## config.mk

```make
export PLATFORM = sky130hd
export DESIGN_NAME = snu_node
export DESIGN_NICKNAME = d
export VERILOG_FILES = /design/src/rtl/snu_pkg.sv /design/src/rtl/snu_term.sv /design/src/rtl/snu_fifo.sv /design/src/rtl/snu_accum.sv /design/src/rtl/snu_emit.sv /design/src/rtl/snu_node.sv
export SDC_FILE = /design/constraint.sdc
export NUM_CORES = 1
export LEC_CHECK = 0
export BUFFER_PORTS_ARGS = -buffer_cell sky130_fd_sc_hd__buf_4
export CAP_MARGIN = 20
export CORE_UTILIZATION = 62
export CTS_CLUSTER_DIAMETER = 30
export DETAILED_ROUTE_END_ITERATION = 6
export MAX_ROUTING_LAYER = met4
export PLACE_DENSITY = 0.8
export SLEW_MARGIN = 30
export SYNTH_ARGS = -nofsm -noshare
export SYNTH_HDL_FRONTEND = slang
export SYNTH_HIERARCHICAL = 1
export SYNTH_SLANG_ARGS = --single-unit
```

## constraint.sdc

```tcl
create_clock -name clk -period 3.9 [get_ports clk]
set_input_delay 1.17 -clock clk [delete_from_list [all_inputs] [get_ports clk]]
set_output_delay 1.17 -clock clk [all_outputs]
set_load 0.02 [all_outputs]
```

## src/rtl/snu_pkg.sv

```systemverilog
package snu_pkg;
   // Which combining law the node applies
   typedef enum logic {
      ROLE_CHECK = 1'b0,   // magnitude sum, sign parity
      ROLE_VAR   = 1'b1    // signed sum plus channel value
   } node_role_e;
endpackage

```

## src/rtl/snu_term.sv

```systemverilog
// Converts one sign-magnitude message into the signed term the total is built from.
module snu_term #(
   parameter snu_pkg::node_role_e ROLE = snu_pkg::ROLE_CHECK,
   parameter int MW = 8,
   parameter int SW = 12
) (
   input  logic [MW-1:0]        msg,
   output logic signed [SW-1:0] term
);
   localparam int MAGW = MW - 1;

   logic signed [SW-1:0] mag_ext;
   logic                 unused_sign;

   assign mag_ext     = $signed({{(SW-MAGW){1'b0}}, msg[MAGW-1:0]});
   assign unused_sign = msg[MW-1];

   generate
      if (ROLE == snu_pkg::ROLE_VAR) begin : g_signed
         assign term = msg[MW-1] ? -mag_ext : mag_ext;
      end else begin : g_magnitude
         assign term = mag_ext;
      end
   endgenerate
endmodule

```

## src/rtl/snu_fifo.sv

```systemverilog
// Edge-message store: DEPTH entries, any DEPTH, first in first out.
module snu_fifo #(
   parameter int DEPTH = 12,
   parameter int W     = 8
) (
   input  logic         clk,
   input  logic         rst,
   input  logic         push,
   input  logic [W-1:0] din,
   input  logic         pop,
   output logic [W-1:0] head
);
   localparam int PW = (DEPTH > 1) ? $clog2(DEPTH) : 1;
   localparam int CW = $clog2(DEPTH + 1);
   localparam logic [PW-1:0] PTR_END = PW'(DEPTH - 1);
   localparam logic [CW-1:0] CNT_FULL = CW'(DEPTH);

   logic [W-1:0]  mem [DEPTH];
   logic [PW-1:0] wr_ptr, rd_ptr;
   logic [CW-1:0] fill;

   assign head = mem[rd_ptr];

   always_ff @(posedge clk) begin
      if (push) mem[wr_ptr] <= din;
   end

   always_ff @(posedge clk) begin
      if (rst) begin
         wr_ptr <= '0;
         rd_ptr <= '0;
         fill   <= '0;
      end else begin
         if (push) wr_ptr <= (wr_ptr == PTR_END) ? '0 : wr_ptr + 1'b1;
         if (pop)  rd_ptr <= (rd_ptr == PTR_END) ? '0 : rd_ptr + 1'b1;
         case ({push, pop})
            2'b10:   fill <= fill + 1'b1;
            2'b01:   fill <= fill - 1'b1;
            default: fill <= fill;
         endcase
      end
   end

   // edge order relies on the store never losing or inventing entries
   a_r5_fifo_no_overflow : assert property (@(posedge clk) disable iff (rst)
      (push && !pop) |-> (fill != CNT_FULL));
   a_r5_fifo_no_underflow : assert property (@(posedge clk) disable iff (rst)
      pop |-> (fill != '0));
endmodule

```

## src/rtl/snu_accum.sv

```systemverilog
// Builds the node total beat by beat and parks the closed total in the pending bank.
module snu_accum #(
   parameter snu_pkg::node_role_e ROLE = snu_pkg::ROLE_CHECK,
   parameter int MW = 8,
   parameter int SW = 12
) (
   input  logic                 clk,
   input  logic                 rst,
   input  logic                 in_valid,
   input  logic [MW-1:0]        in_data,
   input  logic                 in_last,
   input  logic [MW-1:0]        ch_data,
   input  logic                 take,
   output logic                 pend_vld,
   output logic signed [SW-1:0] pend_total,
   output logic                 pend_par
);
   logic signed [SW-1:0] run_sum;
   logic                 run_par;
   logic signed [SW-1:0] in_term, ch_term, ch_add;

   snu_term #(.ROLE(ROLE), .MW(MW), .SW(SW)) u_in_term (.msg(in_data), .term(in_term));
   snu_term #(.ROLE(ROLE), .MW(MW), .SW(SW)) u_ch_term (.msg(ch_data), .term(ch_term));

   generate
      if (ROLE == snu_pkg::ROLE_VAR) begin : g_with_channel
         assign ch_add = ch_term;
      end else begin : g_no_channel
         assign ch_add = '0;
      end
   endgenerate

   always_ff @(posedge clk) begin
      if (rst) begin
         run_sum    <= '0;
         run_par    <= 1'b0;
         pend_vld   <= 1'b0;
         pend_total <= '0;
         pend_par   <= 1'b0;
      end else begin
         if (in_valid) begin
            if (in_last) begin
               run_sum    <= '0;
               run_par    <= 1'b0;
               pend_total <= run_sum + in_term + ch_add;
               pend_par   <= run_par ^ in_data[MW-1];
            end else begin
               run_sum <= run_sum + in_term;
               run_par <= run_par ^ in_data[MW-1];
            end
         end
         if (in_valid && in_last) pend_vld <= 1'b1;
         else if (take)           pend_vld <= 1'b0;
      end
   end

   // the pending total must be handed to the output stage before the next node closes
   a_r7_pend_no_overwrite : assert property (@(posedge clk) disable iff (rst)
      (in_valid && in_last && pend_vld) |-> take);
endmodule

```

## src/rtl/snu_emit.sv

```systemverilog
// Active bank and output sequencer: one extrinsic result per clock.
module snu_emit #(
   parameter snu_pkg::node_role_e ROLE = snu_pkg::ROLE_CHECK,
   parameter int DEG = 6,
   parameter int MW  = 8,
   parameter int SW  = 12
) (
   input  logic                 clk,
   input  logic                 rst,
   input  logic                 pend_vld,
   input  logic signed [SW-1:0] pend_total,
   input  logic                 pend_par,
   input  logic [MW-1:0]        head,
   output logic                 take,
   output logic                 pop,
   output logic                 out_valid,
   output logic [MW-1:0]        out_data,
   output logic                 out_last
);
   localparam int MAGW = MW - 1;
   localparam int CW   = $clog2(DEG);
   localparam logic [CW-1:0] LAST_IDX = CW'(DEG - 1);
   localparam logic [SW-1:0] MAG_CAP  = {{(SW-MAGW){1'b0}}, {MAGW{1'b1}}};

   logic                 busy;
   logic [CW-1:0]        idx;
   logic signed [SW-1:0] act_total;
   logic                 act_par;
   logic signed [SW-1:0] own_term, diff;
   logic                 res_neg;
   logic [SW-1:0]        res_abs;
   logic [MAGW-1:0]      res_mag;
   logic                 final_beat;

   snu_term #(.ROLE(ROLE), .MW(MW), .SW(SW)) u_own_term (.msg(head), .term(own_term));

   assign diff       = act_total - own_term;
   assign final_beat = busy && (idx == LAST_IDX);
   assign take       = pend_vld && (!busy || final_beat);
   assign pop        = busy;

   generate
      if (ROLE == snu_pkg::ROLE_VAR) begin : g_var_out
         assign res_neg = diff[SW-1];
         assign res_abs = diff[SW-1] ? $unsigned(-diff) : $unsigned(diff);
      end else begin : g_chk_out
         assign res_neg = act_par ^ head[MW-1];
         assign res_abs = $unsigned(diff);
      end
   endgenerate

   assign res_mag = (res_abs > MAG_CAP) ? {MAGW{1'b1}} : res_abs[MAGW-1:0];

   always_ff @(posedge clk) begin
      if (rst) begin
         busy      <= 1'b0;
         idx       <= '0;
         act_total <= '0;
         act_par   <= 1'b0;
         out_valid <= 1'b0;
         out_last  <= 1'b0;
         out_data  <= '0;
      end else begin
         out_valid <= busy;
         out_last  <= final_beat;
         if (busy) begin
            out_data <= {res_neg, res_mag};
            idx      <= final_beat ? '0 : idx + 1'b1;
         end
         if (take) begin
            busy      <= 1'b1;
            idx       <= '0;
            act_total <= pend_total;
            act_par   <= pend_par;
         end else if (final_beat) begin
            busy <= 1'b0;
         end
      end
   end

   // the closing marker only rides on a valid result
   a_r5_last_has_valid : assert property (@(posedge clk) disable iff (rst)
      out_last |-> out_valid);
   // results inside one node come on consecutive clocks
   a_r6_node_contiguous : assert property (@(posedge clk) disable iff (rst)
      (out_valid && !out_last) |=> out_valid);
endmodule

```

## src/rtl/snu_node.sv

```systemverilog
// Serial extrinsic node unit: top level.
module snu_node #(
   parameter snu_pkg::node_role_e ROLE = snu_pkg::ROLE_CHECK,
   parameter int DEG = 6,
   parameter int MW  = 8
) (
   input  logic          clk,
   input  logic          rst,
   input  logic          in_valid,
   input  logic [MW-1:0] in_data,
   input  logic          in_last,
   input  logic [MW-1:0] ch_data,
   output logic          out_valid,
   output logic [MW-1:0] out_data,
   output logic          out_last
);
   // Total holds DEG+1 full-scale terms with sign, so it cannot wrap
   localparam int SW    = (MW - 1) + $clog2(DEG + 1) + 1;
   localparam int DEPTH = 2 * DEG;

   generate
      if (DEG < 2) begin : g_bad_deg
         $error("snu_node: DEG must be 2 or more");
      end
      if (MW < 2) begin : g_bad_mw
         $error("snu_node: MW must be 2 or more");
      end
   endgenerate

   logic                 take, pop, pend_vld, pend_par;
   logic signed [SW-1:0] pend_total;
   logic [MW-1:0]        head;

   snu_accum #(.ROLE(ROLE), .MW(MW), .SW(SW)) u_accum (
      .clk(clk), .rst(rst),
      .in_valid(in_valid), .in_data(in_data), .in_last(in_last), .ch_data(ch_data),
      .take(take),
      .pend_vld(pend_vld), .pend_total(pend_total), .pend_par(pend_par)
   );

   snu_fifo #(.DEPTH(DEPTH), .W(MW)) u_fifo (
      .clk(clk), .rst(rst),
      .push(in_valid), .din(in_data),
      .pop(pop), .head(head)
   );

   snu_emit #(.ROLE(ROLE), .DEG(DEG), .MW(MW), .SW(SW)) u_emit (
      .clk(clk), .rst(rst),
      .pend_vld(pend_vld), .pend_total(pend_total), .pend_par(pend_par),
      .head(head),
      .take(take), .pop(pop),
      .out_valid(out_valid), .out_data(out_data), .out_last(out_last)
   );
endmodule

```

# Yosys cells after proc, flatten, opt, wreduce, memory -nomap -nowiden
# Memories as Yosys holds them, arrays and structs flattened. A register that Yosys moved wholly into a read port is not among the register bits.
# Index checks and enable logic that the tools add are counted.
word_totals:
  ff_bits: 59
  ramBits: 96
  output_inout_bits: 10
  wordCells: 49
  n_memories: 1
classes:
  addsub: 5
  n_lt_le_gt_ge: 1
  eq_ne: 3
  muxes: 14
  n_bitwise: 2
  n_reduce_logical: 9
memory_table:
  columns: ["memory", "words", "word_bits", "read_ports", "rd_clocked_by_memory_dff", "wr", "line", "rtl"]
  rows:
  - ["u_fifo.mem", 12, 8, 1, 1, 1, "snu_fifo.sv:18", "logic [W-1:0] mem [DEPTH];"]
op_table:
  columns: ["op", "count"]
  rows:
  - ["$mux W4", 4]
  - ["$add A11 B8 Y11", 1]
  - ["$gt A11 B7 Y1 const B", 1]
  - ["$mux W11", 1]
  - ["$sub A11 B8 Y11", 1]
  - ["$add A4 B1 Y4 const B", 2]
  - ["$eq A4 B4 Y1 const B", 2]
  - ["$mux W1", 7]
  - ["$mux W7", 1]
  - ["$reduce_bool A2 Y1", 2]
  - ["$add A3 B1 Y3 const B", 1]
  - ["$eq A3 B3 Y1 const B", 1]
  - ["$logic_and A1 B1 Y1", 3]
  - ["$mux W3", 1]
  - ["$reduce_and A2 Y1", 1]
  - ["$reduce_or A2 Y1", 1]
  - ["$xor A1 B1 Y1", 2]
  - ["$logic_not A1 Y1", 1]
  - ["$logic_or A1 B1 Y1", 1]

# Longest topological paths before layout
# Gate-level depths: netlist (run 1).
depth:
  word_depth: 6
  mapped_depth: 14
  mapped_depth_nobuf: 11

# Cells and area by module
# The synthesis (run 1) kept the hierarchy.
by_module_without_submodules:
  columns: ["mod", "n_inst", "cells_each", "area_per_inst_um2"]
  rows:
  - ["snu_fifo", 1, 249, 4395.5]
  - ["snu_emit", 1, 188, 1565.3]
  - ["snu_accum", 1, 181, 1517.7]
  - ["snu_term", 2, 12, 86.3]

# Worst setup path after synthesis (run 1)
# Ideal clock, no wire load.
synth_path:
  path_type: "register -> register"
  from: "reg (tool-made name)"
  to: "reg u_emit.out_data[0]"
  setup_time_ns: 0.149
  arrival_ns: 2.956
  required_ns: 3.751
  slack_ns: 0.794
  stages_incl_launch_ff: 15
  period_less_slack_ns: 3.106
  cell_sequence: "dfxtp_1 > buf_6 > buf_12 > mux2i_1 > a22o_1 > o31ai_2 > buf_4 > ha_1 > inv_1 > fa_1 > a21o_1 > a221o_1 > a311o_1 > a32oi_2 > a41oi_1"
synth_lines:
  columns: ["element", "line", "rtl"]
  rows:
  - ["end signal: assignment", "snu_emit.sv:67", "out_data <= {res_neg, res_mag};"]
  - ["end: declaration", "snu_emit.sv:17", "output logic [MW-1:0] out_data,"]

==> results.md, run 1 <==
- Clk_skew: 5.98 ps
- Mean Syn Cell Area: 11.9 µm²
- Vias: 4940
- Ys flop type: edfxtp_1
- Die Y-Extent: 113 µm
- Core area: 12000 µm²
- Count of cells resized by post-cts repair: 0
- Final Instance Area: 8280 µm²
- Worst skew pair latency: 420 ps
- Synth Register Bits: 159
- Register area: 4150 µm²
- Final nets: 688
- Final setup fails: 0
- Placed Cells: 767
- Initial antenna violation count: 0
- Initial Utilization: 63.7%
- Detailed-route wire length per cell: 19.0 µm
- Post-Syn Area: 7650 µm²
- CP Max Fanout: 12
- Hold_ws: 458 ps
- FMAX: 287 MHz
- M1 GR Usage: 34.4%
- Worst Max-Slew Pin Slew: 757 ps
- # DRC: 0
- Grt met3 use: 4.39%
- Area of the multi-input gates: 3110 µm²
- CP arrival: 3760 ps
- Relative slew slack: 49.4%
- Pre-antenna DRT Iters: 5
- Drt total wl: 15200 µm
- Run status: finished, final reports clean
- Reg2Reg Depth: 11
- Area grow syn2layout: 8.16%
- GPL Wtd Cong: 0.894
- Synthesis Warnings: 6
- Largest net degree at the start of global routing: 61
- Post-DRT Antenna Nets: 0
- Period utilization: 89.5%
- Max Root-Sink Buffers: 2
- Worst setup slack after layout: 411 ps
- Pwr dens: 462 nW/µm²
- Period minus WS final: 3490 ps
- Pre-CTS setup slack: 184 ps
- CTS clk-pin slew, worst paths: 60 ps
- Port Buf Inserts: 21
- Asr flop ratio synth: 0%
- Cell Count, Final, Fillers Out: 799
- Fill cells: 829
- Peak supply drop: 0.273 mV
- Most used routing layer: met2
- Total CTS buffers: 17
- Leakage power total: 3.06 nW
- Total GRT Usage: 26.5%
- Unrepaired setup endpoints after global routing: no
- Overflow left after global routing: 0
- Synth Instances: 642
- Width of the die: 113 µm
- Max_cap viols: 0
- Crit path kind: reg2reg
- CP Launch Type: flip-flop
- First-pass GRT wire length: 25100 µm
- # IOs: 30
- Hold Vio Cnt, Final: 0
- EDFF count, synth: 96
- CTS H-tree depth: 4
- Setup crit end kind: flip-flop
- Via/cell ratio: 6.18
- Inserted Diodes: 0
- Critical Path RT: 4170 ps
- Synth unique cells: 74
- Vias in the first global route: 5016
- Setup bufs post-CTS: 0
- Clk sinks: 159
- Seq/Total Area, Yosys: 54.2%
- Layout cells sized above 1: 15.3%
- Die area: 12800 µm²
- Final max-slew violation count: 0
- CTS root buffer: clkbuf_16
- Met2 usage: 42.8%
- Post-CTS Hold Buffers: 0
- CTS tree: yes
- Final core occ: 68.9%
- Total power: 3.82 mW
- Min-Delay Path Class: reg2reg
- Hold Path Cell Cnt: 2
- Setup TNS: 0 ps
- Placed Area: 7710 µm²
- Starting DRT DRC Count: 493
- Std cell rows: 40
- Dpl hpwl: 10000 µm
==> cells in the mapped netlist (all sizes together) (4+ instances only) <==
library cell	n	area share (%)
a21o	9	0.88
a21oi	48	3.1
a22o	8	0.92
a41oi	7	0.80
and2	10	0.82
and3	8	0.72
buf	34	3.6
clkbuf	19	0.96
dfxtp	63	16
edfxtp	96	38
ha	27	4.4
inv	18	0.88
mux2	18	2.6
mux2i	20	2.6
mux4	8	2.7
nand2	66	3.2
nand2b	7	0.57
nand3	8	0.52
nand3b	8	0.78
nand4	5	0.41
nor2	36	1.8
nor2b	9	0.74
nor3	6	0.39
o21ai	12	0.83
o21bai	8	0.78
o22ai	8	0.65
o31ai	9	1.4
or3	4	0.36
xnor2	8	0.92
xor2	5	0.67
==> critical path: stages (launching register included) <==
cell and delay (ps):
dfxtp_2 540, nand2b_1 300, o22ai_1 170, o31ai_2 280, ha_1 230, inv_1 60
fa_1 410, a21o_1 220, a221o_1 300, a311o_1 320, a32oi_2 330, a41oi_1 160
==> cell usage in the layout (no fill, tap or decap), types with 3 or more instances in the layout <==
master      count
and2_1          9
o22ai_1         8
inv_6           4
clkbuf_16      17
edfxtp_1       96
nand4_1         5
nor3_1          6
a41oi_1         7
mux2i_1        20
nor2b_1         9
xnor2_1         8
a211oi_1        3
ha_1           27
inv_1          18
o21ai_0        11
nor3b_1         3
a22o_1          8
mux4_1          8
xor2_1          4
o31ai_2         8
and3_1          7
conb_1          8
o21bai_1        8
nand2b_1        7
nand3b_1        8
nand2_1        66
mux2_2         18
dfxtp_1        62
o21a_1          3
nor2_1         36
nand3_1         8
buf_4          24
clkinvlp_4      5
a21o_1          9
a21oi_1        48
==> power breakdown <==
| part | internal [mW] | switching, mW | leakage, nW |
|---|---|---|---|
| Combinational | 0.156 | 0.240 | 1.41 |
| Clock | 0.854 | 0.708 | 0.263 |
| Sequential | 1.83 | 0.0360 | 1.38 |
| Total | 2.84 | 0.984 | 3.06 |
==> final timing paths <==
kind	from	end	slack [ps]
min reg2reg	u_accum/pend_total[1]	u_emit/act_total[1]	460
max	flip-flop	u_emit/out_data[1]	410
min	u_accum/pend_total[1]	u_emit/act_total[1]	460
max reg2reg	flip-flop	u_emit/out_data[1]	410
==> layout make-up <==
cell class | count | area share (%)
clock buffers | 18 | 5.31
clock inverters | 14 | 1.56
inverters | 18 | 0.816
multi-input cells | 418 | 37.6
flip-flops and latches | 159 | 50.1
well taps | 147 | 2.22
repair buffers | 25 | 2.42
==> sequential cells by signal, indices dropped and copies added (netlist names), 3 cells and up, named ones only <==
signal and flops:
u_accum/pend_total 11, u_accum/run_sum 11, u_emit/act_total 11, u_emit/idx 3
u_emit/out_data 8, u_fifo/mem 96, u_fifo/rd_ptr 4, u_fifo/wr_ptr 4
==> per-layer routing <==
metal | vias to the layer above | routed length [µm]
li1 | 2359 | -
met1 | 2430 | 6650
met2 | 134 | 7520
met3 | 17 | 796
met4 | 0 | 178
met5 | - | 0
==> kinds of logic after synthesis <==
family / share of synthesized area (%)
and+or+nand+nor: 11.3
xor gates and xnor gates: 1.59
adders and majority gates: 4.94
muxes: 8.01
AOI/OAI and AO/OA: 14.4
buffers and inverters: 5.48
DFF: 54.2
other: 0.0982
(Power assumes the default switching activity.)
==> run 2, diff against run 1 <==
--- a/config.mk
+++ b/config.mk
@@ -7,11 +7,13 @@
 export LEC_CHECK = 0
 export BUFFER_PORTS_ARGS = -buffer_cell sky130_fd_sc_hd__buf_4
 export CAP_MARGIN = 20
-export CORE_UTILIZATION = 62
+export CORE_UTILIZATION = 64
+export CTS_BUF_LIST = sky130_fd_sc_hd__clkbuf_4 sky130_fd_sc_hd__clkbuf_8
 export CTS_CLUSTER_DIAMETER = 30
 export DETAILED_ROUTE_END_ITERATION = 6
 export MAX_ROUTING_LAYER = met4
-export PLACE_DENSITY = 0.8
+export PLACE_DENSITY = 0.82
+export REMOVE_ABC_BUFFERS = 1
 export SLEW_MARGIN = 30
 export SYNTH_ARGS = -nofsm -noshare
 export SYNTH_HDL_FRONTEND = slang
==> results.md, run 2 (synthesis results as in run 1) <==
- Clk sinks: 159 (unchanged)
- Leakage power total: 3.04 nW (-0.76%)
- Area grow syn2layout: 6.84%
- Period minus WS final: 3710 ps (+217 ps)
- Max FFs per register: 96 (unchanged)
- CP Launch Type: flip-flop
- Slowest-stage cell, CP: dfxtp_1
- Internal power: 2.70 mW (-4.8%)
- Die area: 12400 µm² (-3.1%)
- GPL Wtd Cong: 0.838 (-6.2%)
- Critical path depth: 11 (unchanged)
- Fill cells: 770 (-7.1%)
- Top reg by flops: u_fifo/mem
- Total GRT Usage: 25.9% (-0.60 points)
- Layout cells sized above 1: 16.1% (+0.80 points)
- Inserted Diodes: 0 (unchanged)
- Clk_skew: 10.1 ps (+4.16 ps)
- Max Root-Sink Buffers: 2 (unchanged)
- Final max-slew violation count: 0 (unchanged)
- Worst setup slack after layout: 194 ps (-217 ps)
- # DRC: 2 (+2)
- CP Max Fanout: 12 (unchanged)
- Relative slew slack: 48.5% (-0.93 points)
- Die Y-Extent: 111 µm (-1.5%)
- Hold Path Cell Cnt: 2 (unchanged)
- Pwr dens: 440 nW/µm² (-4.7%)
- Setup TNS: 0 ps (unchanged)
- Placed Cells: 768 (+0.13%)
- Port Buf Inserts: 21 (unchanged)
- Most frequent cells in the layout: edfxtp_1 (96), nand2_1 (66), dfxtp_1 (62)
- CTS root buffer: clkbuf_8
- Commonest non-fill, non-tap cell in the layout: edfxtp_1
- Critical Path RT: 4200 ps (+30 ps)
- Initial antenna violation count: 0 (unchanged)
- Critical path, cell by cell: nor2_1, buf_4, a22o_1, o31ai_2, inv_1, ha_1, a211oi_1, o21bai_1, or2_2, o211ai_1, a41oi_1
- Reg2Reg Depth: 11 (unchanged)
- CTS clk-pin slew, worst paths: 90 ps (+30 ps)
- Final core occ: 71.0% (+2.1 points)
- Final nets: 693 (+0.73%)
- Overflow left after global routing: 0 (unchanged)
- Buffer and inverter count on the worst path: 2 (+1)
- Clock power frac: 37.3% (-3.5 points)
- CP peak stage delay: 760 ps (+220 ps)
- Min-Delay Endpoint: u_emit/act_total[5]
- CP arrival: 4010 ps (+250 ps)
- Largest net degree at the start of global routing: 61 (unchanged)
- Via/cell ratio: 6.15 (-0.57%)
- Hold Vio Cnt, Final: 0 (unchanged)
- Cell Count, Final, Fillers Out: 800 (+0.13%)
- CTS tree: yes
- Drt total wl: 14700 µm (-2.8%)
- Std cell rows: 39 (-2.5%)
- Setup crit end kind: flip-flop
- Total CTS buffers: 17 (unchanged)
- CTS H-tree depth: 4 (unchanged)
- Combinational power share: 11.0% (+0.6 points)
- Min-Delay Path Class: reg2reg
- FMAX: 270 MHz (-5.9%)
- Pre-antenna DRT Iters: 7 (+2)
- Worst Max-Slew Pin Slew: 771 ps (+13.9 ps)
- Post-CTS Hold Buffers: 0 (unchanged)
- Worst skew pair latency: 460 ps (+40 ps)
- Hold_sp: u_accum/pend_total[5]
- Width of the die: 111 µm (-1.5%)
- First-pass GRT wire length: 23700 µm (-5.6%)
- Crit path kind: reg2reg
- Max_cap viols: 0 (unchanged)
- CP delay by family, top: compound AO/OA/AOI/OAI gates
- Part of the power in registers: 51.7% (+2.9 points)
- Starting DRT DRC Count: 400 (-19%)
- # IOs: 30 (unchanged)
- Dpl hpwl: 9790 µm (-2.3%)
- Unrepaired setup endpoints after global routing: no
- Violated checks: DRC
- Peak supply drop: 0.322 mV (+18%)
- Worst reg-to-reg setup slack: 190 ps (-220 ps)
- Run status: finished with violations
- Period utilization: 95.0% (+5.6 points)
- RR Endpoint: u_emit/out_data[4]
- Sw power: 0.898 mW (-8.7%)
- Detailed-route wire length per cell: 18.4 µm (-2.9%)
- Post-DRT Antenna Nets: 0 (unchanged)
- Core area: 11500 µm² (-4.1%)
- Vias: 4918 (-0.45%)
- Final setup fails: 0 (unchanged)
- Sw Ratio: 24.9% (-0.79 points)
- Pre-CTS setup slack: 206 ps (+22.2 ps)
- Vias in the first global route: 4688 (-6.5%)
- Initial Utilization: 66.4% (+2.7 points)
run 2: worst max-delay path by stage:
stage	end	from
floorplan	u_emit/out_data[0]	flip-flop
global placement	u_emit/out_data[3]	flip-flop
detailed placement	u_emit/out_data[4]	flip-flop
CTS	u_emit/out_data[4]	flip-flop
global route	u_emit/out_data[4]	flip-flop
finish	u_emit/out_data[4]	flip-flop
run 2: routing by layer:
layer | vias to the layer above | track usage, % | part of all wire, %
met3 | 28 | 6.21 | 6.2
met2 | 165 | 41.4 | 49
met1 | 2359 | 32.9 | 43
met5 | - | - | 0
met4 | 0 | 8.11 | 1.6
li1 | 2366 | - | -
run 2: power by group through the flow:
stage          combinational, mW  sequential [mW]  clock, mW
5_1_grt                    0.432             1.87       1.43
6_report                   0.395             1.86       1.34
3_3_place_gp               0.375             1.90          0
3_5_place_dp               0.387             1.90          0
2_1_floorplan              0.257             1.90          0
4_1_cts                    0.391             1.86       1.36
run 2: what timing repair did:
item | in CTS | in global routing
setup buffers | 0 | 0
setup endpoints to repair | 0 | 7
hold endpoints to repair | 0 | 0
gates resized for setup | 0 | 2
run 2: worst register-to-register path: cells and delay by family (launching register included):
kind	cells	cell delay, ps
AO/OA/AOI/OAI	6	1610
adder cells (fa/ha/maj)	1	410
buffers and inverters	2	290
flip-flops	1	760
AND/OR/NAND/NOR	2	470
run 2: area by class of cell:
type | instances | area [µm²] | share of cell area [%]
sequential | 159 | 4150 | 50.7
multi-input combinational | 418 | 3110 | 38.1
clock buffer | 18 | 241 | 2.95
timing repair buffer | 30 | 225 | 2.76
clock inverter | 14 | 203 | 2.48
tap | 143 | 179 | 2.19
inverter | 18 | 67.6 | 0.827
run 2: through the flow:
step	hold slack (ps)	power [mW]	cell area, µm²
floorplan	426	2.16	7320
global placement	439	2.27	7730
detailed placement	448	2.29	7730
CTS	461	3.61	8170
global route	475	3.73	8170
finish	460	3.60	8170
==> run 3, diff against run 2 <==
--- a/config.mk
+++ b/config.mk
@@ -7,12 +7,13 @@
 export LEC_CHECK = 0
 export BUFFER_PORTS_ARGS = -buffer_cell sky130_fd_sc_hd__buf_4
 export CAP_MARGIN = 20
+export CORE_MARGIN = 4
 export CORE_UTILIZATION = 64
 export CTS_BUF_LIST = sky130_fd_sc_hd__clkbuf_4 sky130_fd_sc_hd__clkbuf_8
 export CTS_CLUSTER_DIAMETER = 30
 export DETAILED_ROUTE_END_ITERATION = 6
 export MAX_ROUTING_LAYER = met4
-export PLACE_DENSITY = 0.82
+export PLACE_DENSITY = 0.81
 export REMOVE_ABC_BUFFERS = 1
 export SLEW_MARGIN = 30
 export SYNTH_ARGS = -nofsm -noshare
==> results.md, run 3 (synthesis results as in run 1) <==
- Fill cells: 800 (+3.9%)
- FMAX: 283 MHz (+4.9%)
- CTS clk-pin slew, worst paths: 90 ps (about the same)
- Std cell rows: 39 (unchanged)
- CP Max Fanout: 12 (unchanged)
- Critical Path RT: 4200 ps (about the same)
- CP Launch Type: flip-flop
- # IOs: 30 (unchanged)
- Die Y-Extent: 117 µm (+5.4%)
- Die area: 13800 µm² (+11%)
- Layout cells sized above 1: 15.6% (-0.54 points)
- Leakage power total: 3.00 nW (-1.3%)
- Area grow syn2layout: 6.08%
- Slowest-stage cell, CP: dfxtp_2
- Placed Cells: 765 (-0.39%)
- Vias in the first global route: 4777 (+1.9%)
- Max FFs per register: 96 (unchanged)
- Largest net degree at the start of global routing: 61 (unchanged)
- Total GRT Usage: 22.0% (-3.9 points)
- Clk_skew: 16.1 ps (+5.98 ps)
- Final Instance Area: 8120 µm² (-0.70%)
- Placed Area: 7720 µm² (-0.13%)
- Period utilization: 90.6% (-4.5 points)
- Hold Vio Cnt, Final: 0 (unchanged)
- Setup crit end kind: flip-flop
- Port Buf Inserts: 21 (unchanged)
- Vias: 4931 (+0.26%)
- Critical path, cell by cell: nand2b_1, o22ai_1, o31ai_2, ha_1, inv_1, fa_1, a21o_1, a221o_1, a311o_1, a32oi_2, a41oi_1
- Sw Ratio: 27.3% (+2.3 points)
- Drt total wl: 14500 µm (-1.4%)
- Min-Delay Path Class: reg2reg
- Initial Utilization: 66.2% (-0.28 points)
- Worst skew pair latency: 460 ps (about the same)
- Final nets: 690 (-0.43%)
- First-pass GRT wire length: 23600 µm (-0.41%)
- Clock power frac: 34.8% (-2.5 points)
- Setup TNS: 0 ps (unchanged)
- CTS H-tree depth: 4 (unchanged)
- CP peak stage delay: 550 ps (-210 ps)
- Top reg by flops: u_fifo/mem
- Cell Count, Final, Fillers Out: 797 (-0.38%)
- Overflow left after global routing: 0 (unchanged)
- Internal power: 2.52 mW (-6.7%)
- Detailed-route wire length per cell: 18.2 µm (-1.0%)
- CP arrival: 3830 ps (-180 ps)
- GPL Wtd Cong: 0.924 (+10%)
- Post-DRT Antenna Nets: 0 (unchanged)
- Post-CTS Hold Buffers: 0 (unchanged)
- Final max-slew violation count: 0 (unchanged)
- Max Root-Sink Buffers: 2 (unchanged)
- Via/cell ratio: 6.19 (+0.64%)
- Worst Max-Slew Pin Slew: 746 ps (-25.4 ps)
- Count of cells resized by post-cts repair: 0 (unchanged)
- Reg2Reg Depth: 11 (unchanged)
- Total CTS buffers: 17 (unchanged)
- Core area: 11600 µm² (+0.42%)
- Commonest non-fill, non-tap cell in the layout: edfxtp_1
- Pre-antenna DRT Iters: 5 (-2)
- Part of the power in registers: 53.7% (+2.0 points)
- Max_cap viols: 0 (unchanged)
- Starting DRT DRC Count: 393 (-1.8%)
- Crit path kind: reg2reg
- Final setup fails: 0 (unchanged)
- Width of the die: 117 µm (+5.4%)
- Dpl hpwl: 9770 µm (-0.25%)
- Unrepaired setup endpoints after global routing: no
- Sw power: 0.945 mW (+5.3%)
- Pwr dens: 427 nW/µm² (-3.0%)
- Setup bufs post-CTS: 0 (unchanged)
- Hold Path Cell Cnt: 2 (unchanged)
- Peak supply drop: 0.273 mV (-15%)
- Most frequent cells in the layout: edfxtp_1 (96), nand2_1 (66), dfxtp_1 (62)
- Worst setup slack after layout: 367 ps (+174 ps)
- Relative slew slack: 50.2% (+1.7 points)
- Clk sinks: 159 (unchanged)
- CTS tree: yes
- Hold_ws: 465 ps (+5.44 ps)
- # DRC: 0 (-2)
- Initial antenna violation count: 0 (unchanged)
- Run status: finished, final reports clean
- Combinational power share: 11.4% (+0.4 points)
- Pre-CTS setup slack: 168 ps (-37.9 ps)
- CTS root buffer: clkbuf_8
- Period minus WS final: 3530 ps (-174 ps)
- Inserted Diodes: 0 (unchanged)
==> run 3: final timing paths <==
path | slack (ps) | end | startpoint
hold reg to reg | 470 | u_emit/act_total[0] | u_emit/act_total[0]
setup / recovery | 370 | u_emit/out_data[4] | flip-flop
setup reg to reg | 370 | u_emit/out_data[4] | flip-flop
hold / removal | 470 | u_emit/act_total[0] | u_emit/act_total[0]
==> run 3: cell type report <==
type	count	area, µm²	share of cell area (%)
flip-flops and latches	159	4150	51.1
clock inverters	15	165	2.03
well taps	143	179	2.20
repair buffers	27	215	2.65
multi-input cells	418	3110	38.3
inverters	18	67.6	0.832
clock buffers	17	234	2.88
==> run 3: layer usage <==
metal | vias up | wire, µm | part of all wire (%) | GRT usage, %
met3 | 23 | 774 | 5.3 | 4.86
met2 | 147 | 7130 | 49 | 34.9
met5 | - | 0 | 0 | -
li1 | 2354 | - | - | -
met4 | 0 | 219 | 1.5 | 7.48
met1 | 2407 | 6400 | 44 | 28.3
==> run 3: critical path, delay by kind of cell (launching register included) <==
family	cells	cell delay, ps
flops	1	550
buf+inv	1	70
compound gates	7	1850
simple gates	1	260
fa+ha+maj	2	650
==> run 3: power groups by stage <==
stage / registers (mW) / logic, mW / clock network [mW]
global route: 1.87 / 0.432 / 1.30
CTS: 1.86 / 0.393 / 1.23
detailed placement: 1.90 / 0.390 / 0
finish: 1.86 / 0.397 / 1.21
floorplan: 1.90 / 0.257 / 0
global placement: 1.90 / 0.376 / 0
==> run 3: metrics by stage <==
step,utilization (%),power (mW)
6_report,70.2,3.47
4_1_cts,70.2,3.49
5_1_grt,70.2,3.61
3_3_place_gp,66.7,2.27
3_5_place_dp,66.7,2.29
2_1_floorplan,-,2.16
